**config.mk**
```make
export PLATFORM = sky130hd
export DESIGN_NAME = vram_blkcopy
export DESIGN_NICKNAME = d
export VERILOG_FILES = /design/src/rtl/vbc_pkg.sv /design/src/rtl/vbc_regs.sv /design/src/rtl/vbc_ptr.sv /design/src/rtl/vbc_fsm.sv /design/src/rtl/vram_blkcopy.sv
export SDC_FILE = /design/constraint.sdc
export NUM_CORES = 1
export LEC_CHECK = 0
export BUFFER_PORTS_ARGS = -buffer_cell sky130_fd_sc_hd__buf_2
export CAP_MARGIN = 10
export CORE_MARGIN = 4
export CORE_UTILIZATION = 55
export CTS_BUF_LIST = sky130_fd_sc_hd__clkbuf_8
export CTS_CLUSTER_SIZE = 30
export DETAILED_ROUTE_END_ITERATION = 10
export PLACE_DENSITY = 0.8
export RECOVER_POWER = 25
export SLEW_MARGIN = 20
export SYNTH_ARGS = -nofsm -noshare
export SYNTH_HDL_FRONTEND = slang
export SYNTH_SLANG_ARGS = --single-unit
```
**constraint.sdc**
```tcl
create_clock -name clk -period 3.6 [get_ports clk]
set_input_delay 0.72 -clock clk [delete_from_list [all_inputs] [get_ports clk]]
set_output_delay 0.72 -clock clk [all_outputs]
set_load 0.005 [all_outputs]
```
**src/rtl/vbc_pkg.sv**
```systemverilog
package vbc_pkg;

    typedef enum logic [1:0] {
        S_IDLE,
        S_ARMED,
        S_BURST,
        S_FLUSH
    } vbc_state_e;

    localparam logic [2:0] RA_SRC_HI = 3'd0;
    localparam logic [2:0] RA_SRC_LO = 3'd1;
    localparam logic [2:0] RA_DST_HI = 3'd2;
    localparam logic [2:0] RA_DST_LO = 3'd3;
    localparam logic [2:0] RA_CTRL   = 3'd4;

endpackage

```
**src/rtl/vbc_regs.sv**
```systemverilog
module vbc_regs
    import vbc_pkg::*;
#(
    parameter int ADDR_W     = 16,
    parameter int VRAM_W     = 13,
    parameter int CHUNK_LOG2 = 4
) (
    input  logic                         clk,
    input  logic                         rst_n,
    input  logic                         we,
    input  logic [2:0]                   addr,
    input  logic [7:0]                   wdata,
    input  logic                         busy,
    output logic [ADDR_W-CHUNK_LOG2-1:0] src_base,
    output logic [VRAM_W-CHUNK_LOG2-1:0] dst_base
);

    localparam int SRC_HI_W = ADDR_W - 8;
    localparam int DST_HI_W = VRAM_W - 8;
    localparam int LO_W     = 8 - CHUNK_LOG2;

    logic [SRC_HI_W-1:0] src_hi_q;
    logic [LO_W-1:0]     src_lo_q;
    logic [DST_HI_W-1:0] dst_hi_q;
    logic [LO_W-1:0]     dst_lo_q;

    always_ff @(posedge clk or negedge rst_n) begin
        if (!rst_n) begin
            src_hi_q <= '0;
            src_lo_q <= '0;
            dst_hi_q <= '0;
            dst_lo_q <= '0;
        end else if (we && !busy) begin
            case (addr)
                RA_SRC_HI: src_hi_q <= wdata[SRC_HI_W-1:0];
                RA_SRC_LO: src_lo_q <= wdata[7:CHUNK_LOG2];
                RA_DST_HI: dst_hi_q <= wdata[DST_HI_W-1:0];
                RA_DST_LO: dst_lo_q <= wdata[7:CHUNK_LOG2];
                default:   ;
            endcase
        end
    end

    assign src_base = {src_hi_q, src_lo_q};
    assign dst_base = {dst_hi_q, dst_lo_q};


    ptr_regs_frozen_chk: assert property (@(posedge clk) disable iff (!rst_n)
        busy |=> ($stable(src_base) && $stable(dst_base)));

endmodule

```
**src/rtl/vbc_ptr.sv**
```systemverilog
module vbc_ptr #(
    parameter int ADDR_W     = 16,
    parameter int VRAM_W     = 13,
    parameter int CHUNK_LOG2 = 4
) (
    input  logic                         clk,
    input  logic                         rst_n,
    input  logic                         load,
    input  logic                         step,
    input  logic                         adv,
    input  logic [ADDR_W-CHUNK_LOG2-1:0] src_base,
    input  logic [VRAM_W-CHUNK_LOG2-1:0] dst_base,
    output logic                         src_rd,
    output logic [ADDR_W-1:0]            src_addr,
    output logic                         vram_we,
    output logic [VRAM_W-1:0]            vram_addr,
    output logic                         last_byte
);

    logic [ADDR_W-CHUNK_LOG2-1:0] src_q;
    logic [VRAM_W-CHUNK_LOG2-1:0] dst_q;
    logic [CHUNK_LOG2-1:0]        idx_q;
    logic                         wr_v_q;
    logic [VRAM_W-1:0]            wr_a_q;

    always_ff @(posedge clk or negedge rst_n) begin
        if (!rst_n) begin
            src_q  <= '0;
            dst_q  <= '0;
            idx_q  <= '0;
            wr_v_q <= 1'b0;
            wr_a_q <= '0;
        end else begin
            wr_v_q <= step;
            if (step) begin
                wr_a_q <= {dst_q, idx_q};
                idx_q  <= idx_q + 1'b1;
            end
            if (load) begin
                src_q <= src_base;
                dst_q <= dst_base;
                idx_q <= '0;
            end else if (adv) begin
                src_q <= src_q + 1'b1;
                dst_q <= dst_q + 1'b1;
            end
        end
    end

    assign src_rd    = step;
    assign src_addr  = {src_q, idx_q};
    assign vram_we   = wr_v_q;
    assign vram_addr = wr_a_q;
    assign last_byte = &idx_q;


    rd_then_wr_chk: assert property (@(posedge clk) disable iff (!rst_n)
        src_rd |=> (vram_we && vram_addr[CHUNK_LOG2-1:0] == $past(src_addr[CHUNK_LOG2-1:0])));

endmodule

```
**src/rtl/vbc_fsm.sv**
```systemverilog
module vbc_fsm
    import vbc_pkg::*;
#(
    parameter int LEN_W = 7
) (
    input  logic             clk,
    input  logic             rst_n,
    input  logic             ctrl_we,
    input  logic [7:0]       ctrl_wdata,
    input  logic             hblank_i,
    input  logic             disp_en_i,
    input  logic             last_byte,
    output logic             load,
    output logic             step,
    output logic             adv,
    output logic             busy,
    output logic             halt,
    output logic [LEN_W-1:0] remaining
);

    vbc_state_e       state_q, state_d;
    logic             hb_q, hb_d;
    logic [LEN_W-1:0] len_q, len_d;

    // state register
    always_ff @(posedge clk or negedge rst_n) begin
        if (!rst_n) begin
            state_q <= S_IDLE;
            hb_q    <= 1'b0;
            len_q   <= '1;
        end else begin
            state_q <= state_d;
            hb_q    <= hb_d;
            len_q   <= len_d;
        end
    end

    // next state
    always_comb begin
        state_d = state_q;
        hb_d    = hb_q;
        len_d   = len_q;
        unique case (state_q)
            S_IDLE: begin
                if (ctrl_we) begin
                    len_d   = ctrl_wdata[LEN_W-1:0];
                    hb_d    = ctrl_wdata[7];
                    state_d = ctrl_wdata[7] ? S_ARMED : S_BURST;
                end
            end
            S_ARMED: begin
                if (ctrl_we && !ctrl_wdata[7]) begin
                    hb_d    = 1'b0;
                    state_d = S_IDLE;
                end else if (hblank_i && disp_en_i) begin
                    state_d = S_BURST;
                end
            end
            S_BURST: begin
                if (last_byte) state_d = S_FLUSH;
            end
            S_FLUSH: begin
                len_d = len_q - 1'b1;
                if (len_q == '0)  state_d = S_IDLE;
                else if (hb_q)    state_d = S_ARMED;
                else              state_d = S_BURST;
            end
        endcase
    end

    // outputs
    always_comb begin
        load = (state_q == S_IDLE) && ctrl_we;
        step = (state_q == S_BURST);
        adv  = (state_q == S_FLUSH);
        busy = (state_q != S_IDLE);
        halt = (state_q == S_BURST) || (state_q == S_FLUSH);
    end

    assign remaining = len_q;


    blank_gate_chk: assert property (@(posedge clk) disable iff (!rst_n)
        (state_q == S_BURST && $past(state_q) == S_ARMED) |-> $past(hblank_i && disp_en_i));


    last_chunk_end_chk: assert property (@(posedge clk) disable iff (!rst_n)
        (adv && len_q == '0) |=> (state_q == S_IDLE));


    cancel_keeps_len_chk: assert property (@(posedge clk) disable iff (!rst_n)
        (state_q == S_ARMED && ctrl_we && !ctrl_wdata[7]) |=> (!busy && len_q == $past(len_q)));

endmodule

```
**src/rtl/vram_blkcopy.sv**
```systemverilog
module vram_blkcopy
    import vbc_pkg::*;
#(
    parameter int ADDR_W     = 16,
    parameter int VRAM_W     = 13,
    parameter int LEN_W      = 7,
    parameter int CHUNK_LOG2 = 4
) (
    input  logic              clk,
    input  logic              rst_n,
    input  logic              reg_we,
    input  logic [2:0]        reg_addr,
    input  logic [7:0]        reg_wdata,
    output logic [7:0]        reg_rdata,
    input  logic              hblank_pulse,
    input  logic              disp_en,
    output logic              src_rd,
    output logic [ADDR_W-1:0] src_addr,
    input  logic [7:0]        src_data,
    output logic              vram_we,
    output logic [VRAM_W-1:0] vram_addr,
    output logic [7:0]        vram_wdata,
    output logic              cpu_halt
);

    logic                         ctrl_we;
    logic                         busy, load, step, adv, last_byte;
    logic [LEN_W-1:0]             remaining;
    logic [ADDR_W-CHUNK_LOG2-1:0] src_base;
    logic [VRAM_W-CHUNK_LOG2-1:0] dst_base;

    assign ctrl_we = reg_we && (reg_addr == RA_CTRL);

    vbc_regs #(.ADDR_W(ADDR_W), .VRAM_W(VRAM_W), .CHUNK_LOG2(CHUNK_LOG2)) u_regs (
        .clk(clk), .rst_n(rst_n), .we(reg_we), .addr(reg_addr), .wdata(reg_wdata),
        .busy(busy), .src_base(src_base), .dst_base(dst_base)
    );

    vbc_fsm #(.LEN_W(LEN_W)) u_fsm (
        .clk(clk), .rst_n(rst_n), .ctrl_we(ctrl_we), .ctrl_wdata(reg_wdata),
        .hblank_i(hblank_pulse), .disp_en_i(disp_en), .last_byte(last_byte),
        .load(load), .step(step), .adv(adv), .busy(busy), .halt(cpu_halt),
        .remaining(remaining)
    );

    vbc_ptr #(.ADDR_W(ADDR_W), .VRAM_W(VRAM_W), .CHUNK_LOG2(CHUNK_LOG2)) u_ptr (
        .clk(clk), .rst_n(rst_n), .load(load), .step(step), .adv(adv),
        .src_base(src_base), .dst_base(dst_base), .src_rd(src_rd), .src_addr(src_addr),
        .vram_we(vram_we), .vram_addr(vram_addr), .last_byte(last_byte)
    );

    assign vram_wdata = src_data;

    always_comb begin
        reg_rdata = 8'hFF;
        if (reg_addr == RA_CTRL) begin
            reg_rdata[7]         = ~busy;
            reg_rdata[LEN_W-1:0] = remaining;
        end
    end


    wr_under_halt_chk: assert property (@(posedge clk) disable iff (!rst_n)
        vram_we |-> cpu_halt);


    gp_start_chk: assert property (@(posedge clk) disable iff (!rst_n)
        (ctrl_we && !reg_wdata[7] && !busy) |=> cpu_halt);

endmodule

```
# [Yosys cells after proc, flatten, opt, wreduce, memory -nomap -nowiden]
# Index checks and enable logic that the tools add are counted.
[word_totals] ff_bits=70 latch_bits=0 mem_bits_rw=0 mem_bits_ro=0 input_bits=24 n_memories=0
[classes] add_sub_neg=4 n_mul=0 div=0 magnitude_cmp=0 n_eq_ne=11 n_shift=0 muxes=20 bitwise=1 n_reduce_logical=24
[op_table] cell="two-way mux 12 bit" n=2
[op_table] cell="two-way mux 9 bit" n=2
[op_table] cell="two-way mux 2 bit" n=7
[op_table] cell="case mux 7 bit (2 select lines)" n=1
[op_table] cell="adder 12 x 1 -> 12 bit, second input constant" n=1
[op_table] cell="AND reduction 2 bit" n=5
[op_table] cell="nonzero test 2 bit" n=5
[op_table] cell="adder 9 x 1 -> 9 bit, second input constant" n=1
[op_table] cell="two-way mux 4 bit" n=2
[op_table] cell="two-way mux 8 bit" n=1
[op_table] cell="case mux 2 bit (4 select lines)" n=1
[op_table] cell="zero test 7 bit" n=1
[op_table] cell="two-way mux 7 bit" n=1
[op_table] cell="subtractor 7 x 1 -> 7 bit, second input constant" n=1
[op_table] cell="equality test 3 x 2 -> 1 bit, second input constant" n=2
[op_table] cell="AND reduction 3 bit" n=2
[op_table] cell="logical AND 1 bit" n=5
[op_table] cell="adder 4 x 1 -> 4 bit, second input constant" n=1
[op_table] cell="equality test 2 bit, second input constant" n=2
[op_table] cell="!= test 2 x 1 -> 1 bit, second input constant" n=2
[op_table] cell="AND reduction 4 bit" n=1
[op_table] cell="equality test 3 x 1 -> 1 bit, second input constant" n=1
[op_table] cell="equality test 3 bit, second input constant" n=1
[op_table] cell="zero test 3 bit" n=1
[op_table] cell="other kinds (9)" n=11

# [Depth between registers and ports, before layout]
# Gate-level depths: netlist of run 1.
[logic_depth] depth_word=5 depth_mapped=7 depth_no_buf=6

# [Modules after synthesis]
# From an unflattened synthesis of run 1, not the netlist that was laid out.
[unflattened] hier_cells=318 hier_area_um2=3578.4
[modules_own_cells] mod="vbc_ptr" instances=1 cells_per_inst=172 area_each_um2=1866.8 seq_area_each_um2=975.9
[modules_own_cells] mod="vbc_regs" instances=1 cells_per_inst=48 area_each_um2=825.8 seq_area_each_um2=525.5
[modules_own_cells] mod="vbc_fsm" instances=1 cells_per_inst=81 area_each_um2=732.0 seq_area_each_um2=259.0
[modules_own_cells] mod="vram_blkcopy" instances=1 cells_per_inst=17 area_each_um2=153.9 seq_area_each_um2=0.0

# [Worst setup path after synthesis of run 1]
# OpenSTA, ideal clock, no wires.
[synth_path] kind="in2out" from="in reg_addr[0]" to="out reg_rdata[2]" arrival_time_ns=1.255 t_required_ns=2.880 path_slack_ns=1.625 cell_stages=4 n_path_buf=1 cell_sequence="nor2_1 > and2_1 > clkbuf_1 > nand2b_1"
[synth_between] elab_chain_cells=2
[synth_rtl] element="from (decl)" line_no="vram_blkcopy.sv:12" rtl="input logic [2:0] reg_addr,"
[synth_rtl] element="equality test 3 bit" line_no="vram_blkcopy.sv:56" rtl="if (reg_addr == RA_CTRL) begin"
[synth_rtl] element="two-way mux 8 bit" line_no="vram_blkcopy.sv:56"
[synth_rtl] element="to (decl)" line_no="vram_blkcopy.sv:14" rtl="output logic [7:0] reg_rdata,"
# Every way passes these cells.

# [Final worst setup path of run 1]
[layout_path] from="reg u_fsm.state_q[0]" to="out src_rd"
[layout_between] elab_chain_cells=1
[layout_rtl] element="from (decl)" line_no="vbc_fsm.sv:21" rtl="vbc_state_e state_q, state_d;"
[layout_rtl] element="from (signal assigned)" line_no="vbc_fsm.sv:32" rtl="state_q <= state_d;"
[layout_rtl] element="equality test 2 bit" line_no="vbc_fsm.sv:74" rtl="step = (state_q == S_BURST);"
[layout_rtl] element="to (decl)" line_no="vram_blkcopy.sv:17" rtl="output logic src_rd,"
# Every way passes these cells.

==> flow_summary_export.csv, run 1 <==
group,metric,value,unit
outcome,status,"complete, but fails checks",
outcome,failed_checks,"max-capacitance violations, max-slew violations",
worst_hold_path,hp-class,"register to register",
place,place.gp.congestion,0.871,
routing,via_per_inst,6.02,
timing,fin_tns_setup,0,ps
timing,timing_max_transition_violations_final,71,
pwr,clockPowerShare,20.1,%
floorplanning,start_util,56.9,%
synth,synthesis.nets,359,
clocking,ctsHoldBuffers,0,
layout,fillerInstances,499,
timing,achievable-frequency,0.396,GHz
routing,drtPass1Iterations,5,
grt,first_global_vias,2656,
floorplanning,floorplan.io_pins,72,
setup_path,worstPathMaxFanout,17,
pwr,power.share.sequential,48.3,%
grt,antenna_found_initial,0,
floorplanning,rows,28,
timing,max_slew.worst_pin.slew,1680,ps
clocking,post_cts.repair.setup_buffers,0,
place,placement.io_buffers,55,
layout,final_design_area_no_fill,0.00383,mm²
timing,hold_viol,0,
timing,worst_slew_margin_rel,-12.1,%
pwr,netSwitchingPower,1.16,mW
setup_path,worstSetupEndpointType,"output pin",
synth,async_reset_ff_share,100,%
floorplanning,design.core.area,0.00592,mm²
grt,grt_first_pass_wirelength,13.1,mm
setup_path,required,2880,ps
clocking,clock_tree_from_tritoncts,"yes",
synth,synthesis.area,0.00337,mm²
place,placed_inst_area,0.00364,mm²
synth,synthCells,330,
synth,synth-seq-area-share,52.2,%
timing,clock-skew-final,7.03,ps
layout,syn_to_layout_area_delta,13.7,%
clocking,clock_path_buffers,2,
layout,num_antenna_cells,0,
pwr,power_switching_share,36.5,%
setup_path,largest_stage_delay_on_the_critical_path,570,ps
setup_path,crit_path_top_delay_cell,"sky130_fd_sc_hd__nand2b_1",
synth,postSynth.topFlopCell,"sky130_fd_sc_hd__dfrtp_1",
clocking,clk_root_buffer_cell,"sky130_fd_sc_hd__clkbuf_8",
routing,first_iter_violations,225,
pwr,report.power.total,3.17,mW
routing,drt_drc_violations_left,0,
grt,global_route_usage_over_all_layers,22.7,%
synth,ys_seq_elements,70,
setup_path,crit_path_buffers_inverters,2,
floorplanning,die_footprint,0.00745,mm²
pwr,ir_worst_vdd,0.480,mV
synth,synth-edff-count,0,
clocking,cts.clk_slew.worst_paths,70,ps
timing,final_min_period_over_clock_period,70.1,%
floorplanning,floorplan.die.width,86.3,µm
layout,fraction_of_final_layout_cells_with_drive_strength_greater_than_1,28.4,%
layout,finish.net_count,404,
grt,grt_max_degree,71,
clocking,clkLatencyLatePin,340,ps
setup_path,path_cells,"nand2b_1 > clkinv_1 > buf_2",
clocking,cts_h_tree_depth,3,
synth,synth.distinct_cells,46,
routing,route.antenna.remaining_nets,0,
pwr,combPwrFrac,31.6,%
timing,final-setup-viol-count,0,
synth,ys.warnings.count,0,
setup_path,start_kind,"register",
pwr,internal_power,2.02,mW
clocking,cts-buffers-inserted,9,
clocking,post_cts_resized,0,
grt,globalRoute.totalOverflow,0,
synth,synthesis.area_per_instance,10.2,µm²
setup_path,critPathArrivalTime,1800,ps
place,dp_hpwl,5.31,mm
setup_path,critical-path-top-delay-family,"simple AND/OR/NAND/NOR gates",
timing,rsz0062_at_grt,"no",
routing,vias,2739,
floorplanning,fp.dieH,86.3,µm
pwr,power_density_over_the_cells,827,mW/mm²
pwr,lkg_pwr,1.77,nW
routing,detail_route.wirelength,7.81,mm
timing,final_period_minus_worst_setup_slack,2520,ps
routing,wl_per_instance,17.2,µm
setup_path,worst-setup-path-type,"register to output pin",
job,maxCapViolations,1,
clocking,cts_num_sinks,70,
## Yosys cell counts (5+ instances only)
| library cell | count | area share [%] |
|---|---|---|
| sky130_fd_sc_hd__buf_2 | 7 | 1.0 |
| sky130_fd_sc_hd__mux2_2 | 21 | 7.0 |
| sky130_fd_sc_hd__buf_4 | 8 | 1.8 |
| sky130_fd_sc_hd__nand4_1 | 10 | 1.9 |
| sky130_fd_sc_hd__ha_1 | 5 | 1.9 |
| sky130_fd_sc_hd__dfstp_2 | 7 | 5.5 |
| sky130_fd_sc_hd__nor2_1 | 13 | 1.4 |
| sky130_fd_sc_hd__o21ai_0 | 14 | 2.1 |
| sky130_fd_sc_hd__nand2b_1 | 6 | 1.1 |
| sky130_fd_sc_hd__dfrtp_1 | 63 | 47 |
| sky130_fd_sc_hd__a221o_1 | 10 | 3.0 |
| sky130_fd_sc_hd__o211ai_1 | 8 | 1.8 |
| sky130_fd_sc_hd__nand2_1 | 72 | 8.0 |
| sky130_fd_sc_hd__nor3_1 | 7 | 1.0 |
| sky130_fd_sc_hd__and3_1 | 5 | 0.93 |
| sky130_fd_sc_hd__nand3_1 | 13 | 1.9 |
| sky130_fd_sc_hd__clkbuf_1 | 8 | 0.89 |
## flip-flops by register name, summed over array words and instances (netlist names)
name,flops
u_ptr.vram_addr,13
u_regs.src_lo_q,4
u_regs.dst_hi_q,5
u_ptr.vram_we,1
u_ptr.src_q,12
u_regs.src_hi_q,8
u_fsm.remaining,7
u_ptr.idx_q,4
u_ptr.dst_q,9
u_fsm.hb_q,1
u_fsm.state_q,2
u_regs.dst_lo_q,4
## worst register-to-register path, stage by stage, from the launching register on
cell and delay, ps:
sky130_fd_sc_hd__dfrtp_1 540, sky130_fd_sc_hd__and2_1 640, sky130_fd_sc_hd__nand2_1 240, sky130_fd_sc_hd__o311a_1 330
sky130_fd_sc_hd__a211o_1 260
## logic make-up after synthesis
family / Yosys count / synth area share (%)
AOI/OAI and AO/OA: 53 / 11.9
xor gates and xnor gates: 4 / 1.04
adders and majority gates: 5 / 1.86
buffers and inverters: 29 / 4.42
DFF: 70 / 52.2
muxes: 21 / 7.02
and+or+nand+nor: 148 / 21.6
## power by group through the flow
stage                     clock network (mW)  logic (mW)  registers [mW]
after floorplan                            0       0.712            1.43
after global placement                     0       0.963            1.52
after detailed placement                   0        1.01            1.54
after CTS                              0.652        1.02            1.53
after global routing                   0.682        1.14            1.59
final                                  0.638        1.00            1.53
## cell usage in the layout (no fill, tap or decap), drive strengths merged, types with 3 or more instances in the layout
| cell type | n |
|---|---|
| dfstp | 7 |
| o311ai | 4 |
| nand3b | 3 |
| clkbuf | 12 |
| a221o | 10 |
| nor4 | 3 |
| nand2 | 72 |
| nand3 | 13 |
| nor2 | 14 |
| o21ai | 15 |
| ha | 5 |
| a22oi | 3 |
| nor3 | 7 |
| o211ai | 8 |
| dfrtp | 63 |
| and3 | 5 |
| nand2b | 6 |
| xor2 | 4 |
| nand4 | 10 |
| inv | 4 |
| mux2 | 21 |
| nor3b | 5 |
| buf | 58 |
| clkinv | 4 |
## worst paths after layout
kind | startpoint | slack, ps | cells after the start | to
setup / recovery | u_fsm.state_q[0] | 1080 | 3 | src_rd
hold / removal | u_ptr.vram_addr[12] | 470 | 2 | u_ptr.vram_addr[12]
setup reg to reg | u_fsm.state_q[1] | 1490 | 4 | u_ptr.src_q[10]
hold reg to reg | u_ptr.vram_addr[12] | 470 | 2 | u_ptr.vram_addr[12]
max in group asynchronous | rst_n | 1710 | 2 | u_regs.dst_hi_q[4]
min in group asynchronous | rst_n | 900 | 2 | u_ptr.vram_addr[2]
## metrics by stage
stage | util, % | hold WS (ps) | std cells | worst slack, ps
2_1_floorplan | - | 424 | 330 | 1620
3_3_place_gp | 61.4 | 452 | 439 | 1450
3_5_place_dp | 61.4 | 463 | 439 | 1400
4_1_cts | 64.8 | 480 | 455 | 1060
5_1_grt | 64.8 | 488 | 455 | 910
6_report | 64.8 | 474 | 455 | 1080
## layer usage
metal	track usage, %	wire [µm]
met3	4.09	572
met5	0	0
met2	36.2	3730
met4	10.6	157
met1	30.2	3350
## area by class of cell
cell class / count / area, µm² / share of cell area, %
Clock buffer: 11 / 151 / 3.95
Clock inverter: 5 / 48.8 / 1.27
Inverter: 4 / 15.0 / 0.392
Multi-Input combinational cell: 231 / 1460 / 38.1
Sequential cell: 70 / 1760 / 45.9
Tap cell: 75 / 93.8 / 2.45
Timing Repair Buffer: 59 / 303 / 7.90
(Power assumes the default switching activity.)
==> run 2, diff against run 1 <==
==> constraint.sdc (replaced) <==
create_clock -name clk -period 2.4 [get_ports clk]
set_input_delay 0.48 -clock clk [delete_from_list [all_inputs] [get_ports clk]]
set_output_delay 0.48 -clock clk [all_outputs]
set_load 0.005 [all_outputs]
==> flow_summary_export.csv, run 2 (synthesized netlist as in run 1, its figures left out) <==
group,metric,value,unit
pwr,lkg_pwr,1.79,nW
timing,achievable-frequency,0.494,GHz
timing,rsz0062_at_grt,"no",
pwr,ir_worst_vdd,0.657,mV
setup_path,worst-setup-path-type,"register to output pin",
timing,final_period_minus_worst_setup_slack,2020,ps
routing,via_per_inst,6.00,
setup_path,path_cells,"nand2b_1 > clkinv_1 > buf_2",
place,dp_hpwl,5.75,mm
setup_path,start_kind,"register",
timing,fin_tns_setup,0,ps
layout,largest_register_ff_count,13,
routing,detail_route.wirelength,8.23,mm
floorplanning,floorplan.io_pins,72,
floorplanning,floorplan.die.width,86.3,µm
clocking,clk_root_buffer_cell,"sky130_fd_sc_hd__clkbuf_8",
timing,max_slew.worst_pin.slew,1680,ps
layout,finish.net_count,409,
layout,num_antenna_cells,0,
floorplanning,rows,28,
layout,syn_to_layout_area_delta,15.3,%
grt,first_global_vias,2710,
timing,clock-skew-final,9.56,ps
grt,antenna_found_initial,0,
timing,timing_max_transition_violations_final,71,
clocking,cts-buffers-inserted,9,
place,placed_inst_area,0.00369,mm²
floorplanning,start_util,56.9,%
clocking,cts_num_sinks,70,
clocking,ctsHoldBuffers,0,
clocking,clock_tree_from_tritoncts,"yes",
setup_path,required,1920,ps
layout,commonest_non_fill_non_tap_cell_in_the_layout,"sky130_fd_sc_hd__nand2_1",
setup_path,worstPathMaxFanout,10,
timing,hold_viol,0,
place,placement.io_buffers,55,
clocking,clkLatencyLatePin,350,ps
job,maxCapViolations,1,
clocking,clock_path_buffers,2,
clocking,post_cts_resized,0,
pwr,power_density_over_the_cells,1260,mW/mm²
floorplanning,fp.dieH,86.3,µm
floorplanning,design.core.area,0.00592,mm²
floorplanning,die_footprint,0.00745,mm²
timing,worst_slew_margin_rel,-12.2,%
timing,final_min_period_over_clock_period,84.3,%
outcome,status,"complete, but fails checks",
clocking,cts.clk_slew.worst_paths,70,ps
grt,globalRoute.totalOverflow,0,
routing,first_iter_violations,232,
timing,final-setup-viol-count,0,
clocking,post_cts.repair.setup_buffers,0,
routing,drtPass1Iterations,5,
worst_hold_path,hp-class,"input pin to register",
place,place.gp.congestion,0.817,
timing,worst_hold_slack,423,ps
routing,vias,2759,
grt,grt_max_degree,71,
grt,grt_first_pass_wirelength,13.7,mm
layout,most-common-layout-cells,"72 x sky130_fd_sc_hd__nand2_1, 63 x sky130_fd_sc_hd__dfrtp_1, 55 x sky130_fd_sc_hd__buf_2",
setup_path,worstSetupEndpointType,"output pin",
routing,drt_drc_violations_left,0,
outcome,failed_checks,"max-capacitance violations, max-slew violations",
routing,route.antenna.remaining_nets,0,
setup_path,crit_path_top_delay_cell,"sky130_fd_sc_hd__dfrtp_1",
routing,wl_per_instance,17.9,µm
clocking,cts_h_tree_depth,3,
layout,fraction_of_final_layout_cells_with_drive_strength_greater_than_1,29.4,%
grt,global_route_usage_over_all_layers,23.7,%
layout,final_design_area_no_fill,0.00388,mm²
setup_path,largest_stage_delay_on_the_critical_path,510,ps
setup_path,critPathArrivalTime,1540,ps
[run 2: power breakdown]
part	total (mW)	switching (mW)	internal, mW
Clock	1.03	0.455	0.579
Combinational	1.56	0.801	0.757
Sequential	2.30	0.529	1.77
[run 2: path summary, 6_finish.rpt]
path                                     start                  end  slack [ps]  depth (start not counted)
max                           u_fsm.state_q[0]               src_rd         380                          3
min                               reg_wdata[2]   u_fsm.remaining[2]         420                          3
max reg2reg                   u_fsm.state_q[1]   u_regs.dst_lo_q[3]         510                          4
min reg2reg                u_ptr.vram_addr[10]  u_ptr.vram_addr[10]         480                          2
max in group asynchronous                rst_n   u_regs.dst_lo_q[3]         740                          2
min in group asynchronous                rst_n   u_ptr.vram_addr[2]         650                          2
[run 2: critical path: cells and delay by family, from the launching register on]
family	cells	cell delay [ps]
flops	1	510
simple gates	1	210
buf+inv	2	480
[run 2: final cells by class]
class                           instances  area [µm²]
Clock buffer                            9         124
Clock inverter                          7        90.1
Fill cell                             495        2040
Inverter                                4        15.0
Multi-Input combinational cell        231        1460
Sequential cell                        70        1760
Tap cell                               75        93.8
Timing Repair Buffer                   64         340
[run 2: per-layer routing]
layer / vias up / wire length [µm] / GRT usage, %
met4: 0 / 128 / 7.08
met3: 20 / 634 / 5.80
met5: - / 0 / 0
met1: 1330 / 3490 / 32.3
met2: 120 / 3980 / 37.8
li1: 1289 / - / -
[run 2: metrics by stage]
step | setup slack (ps) | util [%] | total power [mW] | instances
finish | 377 | 65.6 | 4.89 | 460
global route | 246 | 65.6 | 5.24 | 460
CTS | 376 | 65.9 | 4.92 | 460
detailed placement | 429 | 62.3 | 3.88 | 444
global placement | 530 | 62.3 | 3.78 | 444
floorplan | 677 | - | 3.22 | 330
